`config.mk`:
```
export PLATFORM = sky130hd
export DESIGN_NAME = sm_ecc_gen
export DESIGN_NICKNAME = d
export VERILOG_FILES = /design/src/rtl/sm_ecc_pkg.sv /design/src/rtl/sm_ecc_mode_ctl.sv /design/src/rtl/sm_ecc_half_acc.sv /design/src/rtl/sm_ecc_pack.sv /design/src/rtl/sm_ecc_gen.sv
export SDC_FILE = /design/constraint.sdc
export NUM_CORES = 1
export LEC_CHECK = 0
export BUFFER_PORTS_ARGS = -buffer_cell sky130_fd_sc_hd__buf_2
export CORE_ASPECT_RATIO = 1.2
export CORE_MARGIN = 3
export CORE_UTILIZATION = 46
export DETAILED_ROUTE_END_ITERATION = 8
export PLACE_DENSITY = 0.77
export REMOVE_ABC_BUFFERS = 1
export SLEW_MARGIN = 40
export SYNTH_ARGS = -nofsm -noshare
export SYNTH_HDL_FRONTEND = slang
export SYNTH_SLANG_ARGS = --single-unit
```
`constraint.sdc`:
```
create_clock -name clk -period 4.4 [get_ports clk]
set_input_delay 0.66 -clock clk [delete_from_list [all_inputs] [get_ports clk]]
set_output_delay 0.66 -clock clk [all_outputs]
set_load 0.01 [all_outputs]
```
`src/rtl/sm_ecc_pkg.sv`:
```
package sm_ecc_pkg;

    localparam int BYTE_W      = 8;
    localparam int HALF_BYTES  = 256;
    localparam int HALVES      = 2;
    localparam int IDX_W       = $clog2(HALF_BYTES);
    localparam int LP_W        = 2 * IDX_W;
    localparam int COL_PAIRS   = $clog2(BYTE_W);
    localparam int CP_W        = 2 * COL_PAIRS;
    localparam int TOTAL_BYTES = HALVES * HALF_BYTES;
    localparam int CNT_W       = $clog2(TOTAL_BYTES) + 1;
    localparam int WORD_W      = 16;
    localparam int NUM_WORDS   = 3;
    localparam int SEL_W       = 2;

    localparam logic [7:0] MODE_CLEAR  = 8'hF4;
    localparam logic [7:0] MODE_CALC   = 8'hB4;
    localparam logic [7:0] MODE_RESULT = 8'hD4;

    typedef enum logic [1:0] {
        ST_IDLE   = 2'd0,
        ST_CALC   = 2'd1,
        ST_RESULT = 2'd2
    } ecc_state_e;

    typedef struct packed {
        logic [LP_W-1:0] lp;
        logic [CP_W-1:0] cp;
    } half_code_t;

    // Selects which line-parity bits a byte at index idx contributes to
    function automatic logic [LP_W-1:0] line_mask(input logic [IDX_W-1:0] idx);
        logic [LP_W-1:0] m;
        for (int k = 0; k < IDX_W; k++) begin
            m[2*k+1] = idx[k];
            m[2*k]   = ~idx[k];
        end
        return m;
    endfunction

    // Column-parity contribution of one byte
    function automatic logic [CP_W-1:0] col_parity(input logic [BYTE_W-1:0] b);
        logic [CP_W-1:0] c;
        for (int k = 0; k < COL_PAIRS; k++) begin
            logic odd_g;
            logic even_g;
            odd_g  = 1'b0;
            even_g = 1'b0;
            for (int j = 0; j < BYTE_W; j++) begin
                if (((j >> k) & 1) == 1) odd_g = odd_g ^ b[j];
                else                     even_g = even_g ^ b[j];
            end
            c[2*k+1] = odd_g;
            c[2*k]   = even_g;
        end
        return c;
    endfunction

endpackage

```
`src/rtl/sm_ecc_mode_ctl.sv`:
```
module sm_ecc_mode_ctl
    import sm_ecc_pkg::*;
(
    input  logic             clk,
    input  logic             rst,
    input  logic             mode_wr,
    input  logic [7:0]       mode_val,
    input  logic             rd_en,
    output ecc_state_e       state,
    output logic             clr,
    output logic [SEL_W-1:0] rd_sel
);

    localparam logic [SEL_W-1:0] LAST_SEL = SEL_W'(NUM_WORDS - 1);

    assign clr = mode_wr && (mode_val == MODE_CLEAR);

    always_ff @(posedge clk) begin
        if (rst) begin
            state <= ST_IDLE;
        end else if (mode_wr) begin
            case (mode_val)
                MODE_CALC:   state <= ST_CALC;
                MODE_RESULT: state <= ST_RESULT;
                default:     state <= ST_IDLE;
            endcase
        end
    end

    always_ff @(posedge clk) begin
        if (rst) begin
            rd_sel <= '0;
        end else if (mode_wr) begin
            if (mode_val == MODE_RESULT) rd_sel <= '0;
        end else if (rd_en && state == ST_RESULT) begin
            rd_sel <= (rd_sel == LAST_SEL) ? '0 : rd_sel + 1'b1;
        end
    end

endmodule

```
`src/rtl/sm_ecc_half_acc.sv`:
```
module sm_ecc_half_acc
    import sm_ecc_pkg::*;
(
    input  logic              clk,
    input  logic              rst,
    input  logic              clr,
    input  logic              take,
    input  logic [IDX_W-1:0]  idx,
    input  logic [BYTE_W-1:0] byte_in,
    output half_code_t        code
);

    logic            byte_par;
    logic [LP_W-1:0] lp_delta;
    logic [CP_W-1:0] cp_delta;

    always_comb begin
        byte_par = ^byte_in;
        lp_delta = line_mask(idx) & {LP_W{byte_par}};
        cp_delta = col_parity(byte_in);
    end

    always_ff @(posedge clk) begin
        if (rst || clr) begin
            code <= '0;
        end else if (take) begin
            code.lp <= code.lp ^ lp_delta;
            code.cp <= code.cp ^ cp_delta;
        end
    end

endmodule

```
`src/rtl/sm_ecc_pack.sv`:
```
module sm_ecc_pack
    import sm_ecc_pkg::*;
(
    input  half_code_t [HALVES-1:0] codes,
    input  logic                    in_result,
    input  logic [SEL_W-1:0]        rd_sel,
    output logic [WORD_W-1:0]       rd_word
);

    localparam int HB = LP_W / 2;

    logic [BYTE_W-1:0] col_lo;
    logic [BYTE_W-1:0] col_hi;

    always_comb begin
        col_lo = {codes[0].cp, 2'b11};
        col_hi = {codes[1].cp, 2'b11};
        rd_word = '0;
        if (in_result) begin
            case (rd_sel)
                2'd0:    rd_word = codes[0].lp;
                2'd1:    rd_word = {codes[1].lp[HB-1:0], col_lo};
                2'd2:    rd_word = {col_hi, codes[1].lp[LP_W-1:HB]};
                default: rd_word = '0;
            endcase
        end
    end

endmodule

```
`src/rtl/sm_ecc_gen.sv`:
```
module sm_ecc_gen
    import sm_ecc_pkg::*;
(
    input  logic              clk,
    input  logic              rst,
    input  logic              mode_wr,
    input  logic [7:0]        mode_val,
    input  logic              byte_vld,
    input  logic [BYTE_W-1:0] byte_in,
    input  logic              rd_en,
    output logic [WORD_W-1:0] rd_word
);

    ecc_state_e              state;
    logic                    clr;
    logic [SEL_W-1:0]        rd_sel;
    logic [CNT_W-1:0]        byte_cnt;
    logic                    take;
    half_code_t [HALVES-1:0] codes;

    sm_ecc_mode_ctl u_ctl (
        .clk      (clk),
        .rst      (rst),
        .mode_wr  (mode_wr),
        .mode_val (mode_val),
        .rd_en    (rd_en),
        .state    (state),
        .clr      (clr),
        .rd_sel   (rd_sel)
    );

    assign take = (state == ST_CALC) && byte_vld && (byte_cnt < CNT_W'(TOTAL_BYTES));

    always_ff @(posedge clk) begin
        if (rst || clr)  byte_cnt <= '0;
        else if (take)   byte_cnt <= byte_cnt + 1'b1;
    end

    for (genvar h = 0; h < HALVES; h++) begin : g_half
        logic take_h;
        assign take_h = take && (int'(byte_cnt[CNT_W-1:IDX_W]) == h);
        sm_ecc_half_acc u_acc (
            .clk     (clk),
            .rst     (rst),
            .clr     (clr),
            .take    (take_h),
            .idx     (byte_cnt[IDX_W-1:0]),
            .byte_in (byte_in),
            .code    (codes[h])
        );
    end

    sm_ecc_pack u_pack (
        .codes     (codes),
        .in_result (state == ST_RESULT),
        .rd_sel    (rd_sel),
        .rd_word   (rd_word)
    );

endmodule

```
Yosys cells after proc, flatten, opt, wreduce, memory -nomap -nowiden
Cells that the tools add are included.
{"block": "word_totals", "register_bits": 58, "inputBits": 21}
{"block": "classes", "reduce_logical": 12, "n_lt_le_gt_ge": 1, "bitwise": 30, "n_eq_ne": 9, "add_sub_neg": 2, "mux": 7}
{"operator": "$pmux 16 s3", "n": 1}
{"operator": "$xor 16x16->16", "n": 2}
{"operator": "$eq 8x8->1 const B", "n": 3}
{"operator": "$xor 1x1->1", "n": 17}
{"operator": "$and 16x16->16", "n": 1}
{"operator": "$mux 16", "n": 1}
{"operator": "$xor 6x6->6", "n": 2}
{"operator": "$add 10x1->10 const B", "n": 1}
{"operator": "$lt 10x10->1 const B", "n": 1}
{"operator": "$mux 2", "n": 4}
{"operator": "$not 1->1", "n": 8}
{"operator": "$reduce_xor 8->1", "n": 1}
{"operator": "$eq 2x2->1 const B", "n": 3}
{"operator": "$logic_and 1x1->1", "n": 6}
{"operator": "$eq 2x1->1 const B", "n": 2}
{"operator": "$logic_not 2->1", "n": 2}
{"operator": "$pmux 2 s2", "n": 1}
{"operator": "$add 2x1->2 const B", "n": 1}
{"operator": "$ne 2x1->1 const B", "n": 1}
{"operator": "$reduce_and 2->1", "n": 1}
{"operator": "$reduce_bool 2->1", "n": 1}
{"operator": "$logic_or 1x1->1", "n": 1}

Longest topological paths before layout
{"block": "depth", "depth_word": 4, "mapped_depth": 7, "mapped_depth_nobuf": 5}

Cells and area by module
Synthesis repeated with hierarchy kept, for this count alone.
{"block": "unflattened", "cells_unflattened": 391, "area_unflattened_um2": 3402.0}
{"module": "sm_ecc_half_acc", "cells_per_inst": 121, "area_per_inst_um2": 1096.1, "n_inst": 2}
{"module": "sm_ecc_gen", "cells_per_inst": 58, "area_per_inst_um2": 506.7, "n_inst": 1}
{"module": "sm_ecc_pack", "cells_per_inst": 68, "area_per_inst_um2": 467.9, "n_inst": 1}
{"module": "sm_ecc_mode_ctl", "cells_per_inst": 23, "area_per_inst_um2": 235.2, "n_inst": 1}

Worst setup path before layout
No wires, ideal clock.
{"block": "synth_path", "path_type": "register to output", "from": "register u_ctl.rd_sel[1]", "to": "output rd_word[0]", "arrival_time_ns": 1.632, "path_slack_ns": 2.108, "t_required_ns": 3.740, "stages_incl_launch_ff": 6, "path_cell_list": "dfxtp_1 clkbuf_1 clkbuf_1 clkbuf_1 o31ai_1 a21oi_1"}
{"block": "synth_between", "elab_chain_len": 3}
{"item": "start: declaration", "line_no": "sm_ecc_mode_ctl.sv:11", "rtl": "output logic [SEL_W-1:0] rd_sel"}
{"item": "start signal: assignment", "line_no": "sm_ecc_mode_ctl.sv:36", "rtl": "rd_sel <= (rd_sel == LAST_SEL) ? '0 : rd_sel + 1'b1;"}
{"item": "$eq 2x2->1 (tied with other cells)", "line_no": "sm_ecc_pack.sv:20", "rtl": "case (rd_sel)"}
{"item": "$pmux 16 s3 (*)", "line_no": "sm_ecc_pack.sv:20"}
{"item": "$mux 16 (*)", "line_no": "sm_ecc_pack.sv:19", "rtl": "if (in_result) begin"}
{"item": "end: declaration", "line_no": "sm_ecc_gen.sv:11", "rtl": "output logic [WORD_W-1:0] rd_word"}
Mark *: on every way between the ends. The rest lies on a longest branch, timed or not.

Worst setup path in the final report
{"block": "layout_path", "from": "register u_ctl.rd_sel[1]", "to": "output rd_word[1]"}
Same word-level chain as after synthesis.

==> flow_summary_export.csv <==
group,metric,value,unit
floorplan,fp.dieH,94.80,um
floorplan,start_util,48.71,%
worst_setup_path,r2r_slack,2.23,ns
power_and_ir_drop,peakVddDrop,225.6,uV
clock_network,clkTransAtPathRegs,0.07,ns
timing,fin_ws,1.613,ns
timing,fin_crit,2.787,ns
timing,grt_setup_unrepaired,"false",
timing,finalCritPeriodShare,63.34,%
route,wirelength,7255,um
run_status,status,"finished clean",
place,post-place-cells,466,
synth,avgSynthCellArea,8.083,um^2
timing,slew-limit-headroom,45.80,%
finish,drive_above_1_share,15.00,%
place,port_buffers,36,
global_routing,grt_pass1_vias,2663,
min_path,hold_path_depth,2,
power_and_ir_drop,powerDensity,334.7,mW/mm^2
global_routing,grt_max_degree,65,
clock_network,htree_levels,3,
route,wire_per_inst,15.05,um
place,detailed_place_hpwl,4593,um
global_routing,track_usage,20.21,%
finish,fin_util,55.48,%
synth,synth_cells,374,
worst_setup_path,critPathLaunchType,"flop",
route,ant_nets,0,
clock_network,postCtsSetupRepairBufs,0,
floorplan,dieWidth,80,um
clock_network,cts_num_sinks,58,
route,drtIter0Drc,242,
finish,post-route-cell-area,0.003443,mm^2
place,place_area,0.003239,mm^2
global_routing,antenna_found_initial,0,
timing,hold_viol,0,
timing,setup_viol,0,
worst_setup_path,worstPathRequired,3.74,ns
worst_setup_path,worstSetupEndpointType,"primary output",
flow_run,max-cap-violations,0,
clock_network,cts-root-buf,"clkbuf_8",
worst_setup_path,crit_arrival,2.13,ns
timing,fin_tns_setup,0,ns
floorplan,pin_count,37,
floorplan,core,0.006206,mm^2
floorplan,die_area,0.007584,mm^2
synth,ys_seq_area_share,38.41,%
timing,worst_pin_slew,0.8110,ns
worst_setup_path,path_class,"flop to primary output",
route,viasPerCell,5.886,
synth,synth_cell_types,34,
clock_network,clockBufferDepth,2,
finish,syn2layout_area_growth,13.91,%
route,drc,0,
finish,fin_cells,482,
timing,clock_skew,0.009956,ns
place,place_congestion,0.7955,
min_path,hold_path_class,"flop to flop",
synth,ys_ff_latch,58,
finish,antenna_cells,0,
worst_setup_path,cp_max_fo,34,
timing,drv_slew,0,
synth,syn_area,0.003023,mm^2
clock_network,cts_resized,0,
clock_network,ctsHoldBuffers,0,
global_routing,gr-total-overflow,0,
route,firstDrtPassIters,5,
clock_network,clk-insertion-delay-late,0.34,ns
finish,nets,417,
route,vias,2837,
clock_network,cts_tree,"yes",
power_and_ir_drop,power.leakage,0.001174,uW
synth,yosys_warnings,0,
clock_network,cts_buffers,9,
timing,max_freq,358.8,MHz
place,pre_cts_ws,1.864,ns
worst_setup_path,worstRegToRegCells,5,
floorplan,rows,31,
global_routing,grt_pass1_wl,12250,um
worst paths after layout:
kind,startpoint,to
setup / recovery,u_ctl.rd_sel[1],rd_word[1]
hold / removal,g_half[1].u_acc.code[14],g_half[1].u_acc.code[14]
setup reg to reg,u_ctl.state[1],g_half[1].u_acc.code[20]
hold reg to reg,g_half[1].u_acc.code[14],g_half[1].u_acc.code[14]
state kept, by name, indices dropped and copies added, names as in the netlist:
signal / flops
byte_cnt: 10
g_half.u_acc.code: 44
u_ctl.state: 2
u_ctl.rd_sel: 2
power by group:
part | switching (uW) | leakage (uW) | internal [uW] | total, uW
logic | 92.3 | 0.000602 | 30.2 | 122
clock network | 216 | 0.000105 | 289 | 505
registers | 0.111 | 0.000467 | 525 | 525
total | 308 | 0.00117 | 844 | 1150
placed cells by master (no fill, tap or decap), types with 4 or more instances in the layout:
master    netlist  routed
a21oi_1        50      50
and2_1         15      15
buf_2           2      36
buf_4           0       7
clkbuf_8        0      11
dfxtp_1        58      58
inv_1           8       8
mux2i_1        12      12
nand2_1        30      30
nand3_1         4       4
nor2_1         14      14
o21ai_0        22      22
o22ai_1        12      12
o31ai_1        24      24
or3_1          22      22
or4_1          22      22
xnor2_1        20      19
cell type report:
type | instances | area [um^2]
fill | 591 | 2763
multi-input combinational | 275 | 1713
sequential | 58 | 1161
timing repair buffer | 43 | 232.7
clock buffer | 11 | 151.4
tap | 82 | 102.6
clock inverter | 5 | 52.55
inverter | 8 | 30.03
Yosys cell counts:
cell type	number	area (um^2)
dfxtp_1	58	1161
a21oi_1	50	250.2
nand2_1	30	112.6
clkbuf_1	29	108.9
o31ai_1	24	180.2
o21ai_0	22	110.1
or3_1	22	137.6
or4_1	22	165.2
xnor2_1	20	175.2
and2_1	15	93.84
nor2_1	14	52.55
mux2i_1	12	120.1
o22ai_1	12	75.07
inv_1	8	30.03
nand3_1	4	20.02
nand2b_1	3	18.77
nand4_1	3	18.77
nor2b_1	3	18.77
xor2_1	3	26.28
a41oi_1	2	17.52
buf_1	2	7.510
buf_2	2	10.01
nor3_1	2	10.01
o211ai_1	2	15.01
a21boi_1	1	7.510
a31oi_1	1	6.260
a41o_1	1	10.01
and3_1	1	6.260
and4_1	1	8.760
and4b_1	1	10.01
ha_1	1	12.51
nand3b_1	1	7.510
nand4b_1	1	8.760
nor4bb_1	1	10.01
worst max-delay path, cell delays in order, from the launching register on:
cell and delay [ns]:
dfxtp_1 0.30, buf_4 0.25, a21boi_1 0.61, buf_4 0.28
o31ai_1 0.08, a21oi_1 0.12, buf_2 0.14
logic make-up (layout without fill, tap and decap cells):
kind of cell | Yosys count | in the layout | share of synthesized area [%]
AO/OA/AOI/OAI | 115 | 115 | 22.23
XOR/XNOR | 23 | 23 | 6.664
adder cells (fa/ha/maj) | 1 | 1 | 0.4138
buffers and inverters | 41 | 67 | 5.174
flip-flops | 58 | 58 | 38.41
multiplexers | 12 | 12 | 3.974
AND/OR/NAND/NOR | 124 | 124 | 23.14
metal layers:
metal	vias to the layer above	global-route usage [%]	share of wire (%)	wire length [um]
li1	1400	-	-	-
met1	1337	25.90	45	3231
met2	84	32.53	48	3484
met3	16	3.626	5.4	395
met4	0	10.00	2.0	143
met5	-	0	0	0
stage by stage:
stage,total power (uW),hold slack [ns]
6_report,1152,0.4801
5_1_grt,1195,0.5074
4_1_cts,1157,0.4823
3_5_place_dp,658.1,0.4700
3_3_place_gp,653.2,0.4591
2_1_floorplan,609.4,0.4413
Power figures use the tool's default switching activity.
